--- src/rtl/dbcrsc_pkg.sv ---
package dbcrsc_pkg;

    parameter int MAX_N = 864;
    parameter int LEN_W = $clog2(MAX_N + 1);
    parameter int AW    = $clog2(MAX_N);
    parameter int PERIOD = 7;

    typedef enum logic [1:0] {
        PH_IDLE,
        PH_LOAD,
        PH_CIRC,
        PH_EMIT
    } phase_t;

    typedef struct packed {
        logic a;
        logic b;
    } couple_t;

    typedef struct packed {
        logic [2:0] nxt;
        logic       y1;
        logic       y2;
    } step_t;

    // one trellis step; st[2]=S1, st[1]=S2, st[0]=S3
    function automatic step_t trellis(input logic [2:0] st, input couple_t c);
        step_t r;
        logic  fb;
        fb    = c.a ^ c.b ^ st[2] ^ st[0];
        r.nxt = {fb, st[2] ^ c.b, st[1] ^ c.b};
        r.y1  = fb ^ st[1] ^ st[0];
        r.y2  = fb ^ st[0];
        return r;
    endfunction

    // circulation state: the c with (G^n c) xor s0n == c, n = N mod 7
    function automatic logic [2:0] circ_of(input logic [2:0] nm, input logic [2:0] s0n);
        logic [2:0] res;
        logic [2:0] t;
        couple_t    z;
        z   = '0;
        res = '0;
        for (int c = 0; c < 8; c++) begin
            t = 3'(c);
            for (int k = 0; k < PERIOD - 1; k++) begin
                if (3'(k) < nm) t = trellis(t, z).nxt;
            end
            if ((t ^ s0n) == 3'(c)) res = 3'(c);
        end
        return res;
    endfunction

endpackage

--- src/rtl/dbcrsc_step.sv ---
module dbcrsc_step
    import dbcrsc_pkg::*;
(
    input  logic [2:0] st,
    input  couple_t    cpl,
    output step_t      res
);
    always_comb res = trellis(st, cpl);
endmodule

--- src/rtl/dbcrsc_circ_map.sv ---
module dbcrsc_circ_map
    import dbcrsc_pkg::*;
(
    input  logic [2:0] n_mod,
    input  logic [2:0] s_final,
    output logic [2:0] s_circ
);
    always_comb s_circ = circ_of(n_mod, s_final);
endmodule

--- src/rtl/dbcrsc_couple_buf.sv ---
module dbcrsc_couple_buf
    import dbcrsc_pkg::*;
#(
    parameter int DEPTH = MAX_N,
    parameter int BAW   = AW
) (
    input  logic           clk,
    input  logic           we,
    input  logic [BAW-1:0] waddr,
    input  couple_t        wdata,
    input  logic [BAW-1:0] raddr,
    output couple_t        rdata
);
    couple_t mem [DEPTH];

    always_ff @(posedge clk) begin
        if (we) mem[waddr] <= wdata;
    end

    assign rdata = mem[raddr];
endmodule

--- src/rtl/dbcrsc_enc.sv ---
module dbcrsc_enc
    import dbcrsc_pkg::*;
(
    input  logic             clk,
    input  logic             rst,
    input  logic             start,
    input  logic [LEN_W-1:0] blk_len,
    input  logic             y2_en,
    input  logic             in_valid,
    output logic             in_ready,
    input  logic             in_a,
    input  logic             in_b,
    output logic             busy,
    output logic             len_err,
    output logic             out_valid,
    output logic             out_a,
    output logic             out_b,
    output logic             out_y1,
    output logic             out_y2,
    output logic             out_last,
    output logic             out_mismatch,
    output logic [2:0]       circ_state
);
    phase_t           phase;
    logic [LEN_W-1:0] cnt;
    logic [LEN_W-1:0] len_m1;
    logic [2:0]       n_mod;
    logic             y2_on;
    logic [2:0]       trel;
    logic [2:0]       sc;
    logic [LEN_W-1:0] len_rem;
    logic             len_ok;
    logic             at_end;
    couple_t          in_cpl;
    couple_t          buf_rd;
    couple_t          step_in;
    step_t            step_out;
    logic [2:0]       sc_next;

    assign in_cpl  = '{a: in_a, b: in_b};
    assign len_rem = blk_len % LEN_W'(PERIOD);
    assign len_ok  = (blk_len != '0) && (blk_len <= LEN_W'(MAX_N)) && (len_rem != '0);
    assign at_end  = (cnt == len_m1);
    assign step_in = (phase == PH_EMIT) ? buf_rd : in_cpl;
    assign busy    = (phase != PH_IDLE);
    assign in_ready = (phase == PH_LOAD);
    assign circ_state = sc;

    dbcrsc_step u_step (
        .st  (trel),
        .cpl (step_in),
        .res (step_out)
    );

    dbcrsc_circ_map u_map (
        .n_mod   (n_mod),
        .s_final (trel),
        .s_circ  (sc_next)
    );

    dbcrsc_couple_buf #(.DEPTH(MAX_N), .BAW(AW)) u_buf (
        .clk   (clk),
        .we    (in_ready && in_valid),
        .waddr (cnt[AW-1:0]),
        .wdata (in_cpl),
        .raddr (cnt[AW-1:0]),
        .rdata (buf_rd)
    );

    always_ff @(posedge clk) begin
        if (rst) begin
            phase        <= PH_IDLE;
            cnt          <= '0;
            len_m1       <= '0;
            n_mod        <= '0;
            y2_on        <= 1'b0;
            trel         <= '0;
            sc           <= '0;
            len_err      <= 1'b0;
            out_valid    <= 1'b0;
            out_a        <= 1'b0;
            out_b        <= 1'b0;
            out_y1       <= 1'b0;
            out_y2       <= 1'b0;
            out_last     <= 1'b0;
            out_mismatch <= 1'b0;
        end else begin
            len_err      <= 1'b0;
            out_valid    <= 1'b0;
            out_last     <= 1'b0;
            out_mismatch <= 1'b0;
            unique case (phase)
                PH_IDLE: begin
                    if (start) begin
                        if (len_ok) begin
                            phase  <= PH_LOAD;
                            cnt    <= '0;
                            len_m1 <= blk_len - 1'b1;
                            n_mod  <= len_rem[2:0];
                            y2_on  <= y2_en;
                            trel   <= '0;
                        end else begin
                            len_err <= 1'b1;
                        end
                    end
                end
                PH_LOAD: begin
                    if (in_valid) begin
                        trel <= step_out.nxt;
                        if (at_end) begin
                            phase <= PH_CIRC;
                            cnt   <= '0;
                        end else begin
                            cnt <= cnt + 1'b1;
                        end
                    end
                end
                PH_CIRC: begin
                    sc    <= sc_next;
                    trel  <= sc_next;
                    phase <= PH_EMIT;
                end
                PH_EMIT: begin
                    trel      <= step_out.nxt;
                    out_valid <= 1'b1;
                    out_a     <= step_in.a;
                    out_b     <= step_in.b;
                    out_y1    <= step_out.y1;
                    out_y2    <= step_out.y2 & y2_on;
                    if (at_end) begin
                        out_last     <= 1'b1;
                        out_mismatch <= (step_out.nxt != sc);
                        phase        <= PH_IDLE;
                        cnt          <= '0;
                    end else begin
                        cnt <= cnt + 1'b1;
                    end
                end
                default: phase <= PH_IDLE;
            endcase
        end
    end
endmodule

--- config.mk ---
export PLATFORM = sky130hd
export DESIGN_NAME = dbcrsc_enc
export DESIGN_NICKNAME = d
export VERILOG_FILES = /design/src/rtl/dbcrsc_pkg.sv /design/src/rtl/dbcrsc_step.sv /design/src/rtl/dbcrsc_circ_map.sv /design/src/rtl/dbcrsc_couple_buf.sv /design/src/rtl/dbcrsc_enc.sv
export SDC_FILE = /design/constraint.sdc
export NUM_CORES = 2
export LEC_CHECK = 0
export CAP_MARGIN = 5
export CELL_PAD_IN_SITES_DETAIL_PLACEMENT = 2
export CELL_PAD_IN_SITES_GLOBAL_PLACEMENT = 2
export CORE_UTILIZATION = 49
export DETAILED_ROUTE_END_ITERATION = 6
export GPL_ROUTABILITY_DRIVEN = 0
export PLACE_DENSITY = 0.91
export SETUP_SLACK_MARGIN = 0.5
export SYNTH_ARGS = -nofsm -noshare
export SYNTH_HDL_FRONTEND = slang
export SYNTH_SLANG_ARGS = --single-unit
--- constraint.sdc ---
create_clock -name clk -period 7.1 [get_ports clk]
set_input_delay 1.42 -clock clk [delete_from_list [all_inputs] [get_ports clk]]
set_output_delay 1.42 -clock clk [all_outputs]
set_load 0.05 [all_outputs]
Yosys cells after proc, flatten, opt, wreduce, memory -nomap -nowiden --
Memories as Yosys holds them, arrays and structs flattened. A register that Yosys moved wholly into a read port is not among the register bits. Cells that the tools add are included.
Word-level totals: memories 1, output and inout bits 13, input bits 17, RAM bits 1728, flip-flop bits (word level) 40, latch bits 0, memory bits (read-only) 0
Memories:
- u_buf.mem | words 864, width 2, read ports 1, clocked after Yosys merged registers in 1, write ports 1, line dbcrsc_couple_buf.sv:14 | couple_t mem [DEPTH];
Cells by class: shift-type cells 0, reduce and logical (&&, ||, !) cells 15, mux-type cells 72, multipliers 0, div/mod/pow operators 1, bitwise gates (word level) 55, equality and inequality tests 17, $add $sub $neg 2, magnitude comparators 7
Operators by type and width (count):
- $mux W3 | 47
- $mux W10 | 6
- $xor A1 B1 Y1 | 40
- $pmux W10 S3 | 1
- $xor A3 B3 Y3 | 7
- $reduce_bool A10 Y1 | 2
- $mux W2 | 9
- $eq A3 B3 Y1 const B | 4
- $pmux W3 S4 | 1
- $add A10 B1 Y10 const B | 1
- $eq A10 B10 Y1 | 1
- $le A10 B10 Y1 const B | 1
- $mod A10 B3 Y10 const B | 1
- $sub A10 B1 Y10 const B | 1
- $ne A2 B2 Y1 const B | 4
- $pmux W2 S4 | 1
- $mux W1 | 7
- $eq A3 B2 Y1 const B | 2
- $lt A1 B3 Y1 const A | 2
- $lt A2 B3 Y1 const A | 2
- $lt A3 B3 Y1 const A | 2
- $reduce_and A3 Y1 | 2
- $reduce_or A3 Y1 | 2
- $reduce_and A5 Y1 | 1
- other kinds (14) | 22

Logic depth before layout (Yosys ltp) --
depth in word-level cells 22, depth in mapped cells 26, mapped depth without buffers 19

By module --
From an unflattened synthesis, not the netlist that was laid out.
Second synthesis, totals: cell total of the unflattened synthesis 4506, area total of the unflattened synthesis 74208.7 µm²
Modules (own cells, without submodules):
- dbcrsc_couple_buf | cells an instance 4025, area each 70268.6 µm², times used 1, seq. area each 51889.8 µm²
- dbcrsc_enc | cells an instance 414, area each 3474.6 µm², times used 1, seq. area each 800.8 µm²
- dbcrsc_circ_map | cells an instance 61, area each 402.9 µm², times used 1, seq. area each 0.0 µm²
- dbcrsc_step | cells an instance 6, area each 62.6 µm², times used 1, seq. area each 0.0 µm²

Least setup slack after synthesis --
Ideal clock, no wire load.
path type input to register, from input port blk_len[5], to register (tool-made name), stages 26, library setup time 0.107 ns, setup slack 0.966 ns, data required time 6.993 ns, arrival 6.028 ns, cell sequence buf_2 > buf_4 > nor4b_1 > a31o_1 > or3b_1 > clkbuf_1 > o2111ai_1 > a31oi_1 > a21oi_1 > ha_1 > inv_1 > o311a_1 > buf_2 > xnor2_1 > ha_1 > clkbuf_1 > a21oi_1 > nor4b_1 > a31oi_1 > and2_1 > clkbuf_1 > a211o_1 > o211ai_1 > buf_4 > nand4_1 > a221oi_1
RTL lines:
- start: declaration | line dbcrsc_enc.sv:7 | input logic [LEN_W-1:0] blk_len,

Worst setup path after layout --
from input port blk_len[7], to register cnt[4]
On the way: word-level cells in the longest chain between the ends 5
Ends and longest elaborated chain:
- $mod A10 B3 Y10 (tied with other cells) | line dbcrsc_enc.sv:41 | assign len_rem = blk_len % LEN_W'(PERIOD);
- $reduce_bool A10 Y1 or $logic_and A1 B1 Y1 (tied branches) | line dbcrsc_enc.sv:42 | assign len_ok = (blk_len != '0) && (blk_len <= LEN_W'(MAX_N)) && (len_rem != '0);
- $logic_and A1 B1 Y1 (*) | line dbcrsc_enc.sv:42
- $ne A2 B2 Y1 (no source line) (*)
- $reduce_and A4 Y1 (no source line) (*)
- end signal: assignment | line dbcrsc_enc.sv:114 | cnt <= cnt + 1'b1;
- end signal: assignment | line dbcrsc_enc.sv:136 | cnt <= cnt + 1'b1;
- end: declaration | line dbcrsc_enc.sv:25 | logic [LEN_W-1:0] cnt;
Every way passes the cells marked *; elsewhere a longest branch is shown, timed or not. A chain may end at the register's enable or synchronous reset.

==> metrics <==
outcome finished, violations left; failing checks design-rule violations; Syn Nets 4200; period utilization 95.6%; Max IR drop VDD 289 uV; pins over their slew limit 0; total core area 0.150 mm2; Die W 391 um; cell mode on critical path buf_4; Initial Utilization 49.4%; Critical Path AT 7.57 ns; Synth area leader edfxtp_1; crit path time final 6.79 ns; first-pass GRT wire length 424000 um; Netlist cell types 76; max-cap check violation count 0; routed len/inst 50.2 um; Total Neg Setup Slack 0 ns; antenna violations before repair 19; Hold WC Path Type flip-flop to flip-flop; CP endpoint kind flip-flop; yosys warns 0; vias in the first global route 48500; Clk Latency, worst-skew pair 0.88 ns; Top Usage Layer GRT met2; Root Buffer clkbuf_16; GR Util met1 48.5%; Longest Clk Path Bufs 3; cell area after synthesis 0.0740 mm2; final wirelength 319000 um; CP Cell Sequence clkbuf_2 > buf_4 > xnor2_1 > o31ai_4 > a221oi_1 > a211oi_2 > a31oi_1 > a21oi_1 > ha_2 > inv_1 > o311a_1 > xnor2_2 > ha_4 > a21oi_1 > nor4b_2 > a31oi_2 > and2_1 > a211o_1 > o211ai_1 > buf_4 > buf_4 > a41oi_1 > a211oi_2; commonest non-fill, non-tap cell in the layout edfxtp_1; CP max FO 13; I/O pins 30; async set-reset flop share out of synthesis 0%; full die area 0.153 mm2; M2 GR Usage 67.3%; Max Freq 0.147 GHz; number of synthesized flops with an enable pin 1728; gr ovfl total 0; Slew headroom 7.16%; Critical Path RT 7.88 ns; clk slew on worst S/H paths 0.07 ns; RSZ-0062 raised after global routing false; Seq cells post-synth 1778; dpl cell area 0.0767 mm2; vias per std cell 7.51; Clock Skew 0.0541 ns; drc violations 5; dpl cells 6001; Final HPWL DP 169000 um; pin count of the biggest net entering global routing 244; Yosys top cell area share 70.2%; DIE HEIGHT 391 um; power per cell area 303 mW/mm2; CTS Sinks 1778; sequential area share after synthesis 71.5%; Final Core Density 55.2%; Fillers 12600; Final Hold Vio Count 0; PortBufs 29; Num CTS Buffers 184; reg2reg path depth 15; layout cells sized above 1 23.4%; met3 Usage GRT 9.93%; Layout area overhead 11.8%; cell area after layout 0.0827 mm2; Worst-Margin Slew 1.39 ns; dominant synthesized flop cell edfxtp_1; largest cells by area after synthesis edfxtp_1 (70%), mux4_2 (17%), nor2_1 (4.5%); Crit Path Class primary input to flip-flop; Syn Area/Cell 17.7 um2; Nets 4213; GRT Total Usage 41.1%; Worst setup SP type primary input; Cells after Synth 4169; Slowest-stage cell, CP xnor2_1; hold path cells 2; Pre-antenna DRT Iters 7; most frequent cells in the layout edfxtp_1 (1728), nor2_1 (892), mux4_2 (543); CTS tree built; count of final setup violators 0; Rows 142; leakage 24.2 nW; fin cells 6355; CP peak stage delay 0.74 ns; via count 47700; Post-DRT Antenna Nets 0; htree depth 4; 1st-iter DRT viols 7977
==> timing repair <==
action / CTS / global route
pin swaps: 1 / 4
gates resized for setup: 13 / 39
hold endpoints to repair: 0 / 0
endpoints found under the setup margin: 34 / 40
setup buffers: 3 / 6
hold buffers: 0 / 0
==> cell type report <==
| cell class | count | area (um2) | area share [%] |
|---|---|---|---|
| multi-input cells | 2018 | 19900 | 24.0 |
| inverters | 29 | 116 | 0.141 |
| well taps | 2016 | 2520 | 3.05 |
| clock inverters | 108 | 825 | 0.997 |
| diodes | 8 | 20.0 | 0.0242 |
| clock buffers | 227 | 4860 | 5.88 |
| flip-flops and latches | 1778 | 52900 | 64.0 |
| repair buffers | 171 | 1590 | 1.92 |
==> stage by stage <==
step           hold slack, ns  setup slack [ns]  power [W]
3_5_place_dp            0.473            -0.903     0.0148
3_3_place_gp            0.445            -0.128     0.0145
2_1_floorplan           0.447             0.966     0.0138
6_report                0.519             0.310     0.0250
5_1_grt                 0.529             0.292     0.0253
4_1_cts                 0.496             0.522     0.0245
==> where the power goes <==
part           total, W  internal, W  switching, W
Sequential       0.0117       0.0115      0.000129
Combinational   0.00320      0.00131       0.00189
Clock            0.0102      0.00527       0.00490
Total            0.0250       0.0181       0.00691
==> critical path: cells and delay by family <==
family	cells	cell delay [ns]
buffers and inverters	5	1.22
XOR/XNOR	2	0.89
adder cells (fa/ha/maj)	2	0.50
AND/OR/NAND/NOR	2	0.64
AO/OA/AOI/OAI	12	2.86
==> Yosys cell counts, types with 8 or more instances <==
cell	number
a22o_1	11
buf_1	43
a31oi_1	13
mux2i_1	20
nor2_1	894
and3_1	19
mux4_2	543
a22oi_1	29
clkbuf_1	218
nor2b_1	9
a221oi_1	13
dfxtp_1	50
ha_1	14
inv_1	25
a211oi_1	23
nand2_1	87
nor3_1	21
xnor2_1	21
nand2b_1	8
edfxtp_1	1728
buf_2	46
buf_4	20
xor2_1	14
buf_6	17
o21ai_0	31
nand3_1	75
a21oi_1	42
o22ai_1	8
nand4_1	11
==> registers in the layout (all words and copies together) (netlist names), 2 cells and up, named ones only <==
signal      flops
phase           2
trel            3
circ_state      3
len_m1         10
u_buf.mem    1728
cnt            10
n_mod           3
==> routing by layer <==
metal / routed length, um / vias to the layer above
met5: 238 / -
met4: 26600 / 26
met2: 154000 / 4850
li1: - / 16500
met3: 35300 / 1465
met1: 103000 / 24900
==> final timing paths <==
check | to | slack [ns] | from
worst max register to register | trel[2]$_SDFFE_PP0P_ | 0.50 | flip-flop
worst min register to register | out_b$_SDFFE_PP0P_ | 0.52 | out_b$_SDFFE_PP0P_
worst max-delay path | cnt[4]$_SDFFE_PP0N_ | 0.31 | blk_len[7]
worst min-delay path | out_b$_SDFFE_PP0P_ | 0.52 | out_b$_SDFFE_PP0P_
==> kinds of logic (layout without fill, tap and decap cells) <==
family          Yosys count  in the layout  synth area share [%]
mux                     568            568                  16.9
other cells               0              8                     0
compound gates          232            232                  2.22
fa+ha+maj                17             17                 0.277
buf+inv                 373            535                  2.24
flops                  1778           1778                  71.5
xor+xnor                 36             36                 0.436
simple gates           1165           1165                  6.43
(Power assumes the default switching activity.)
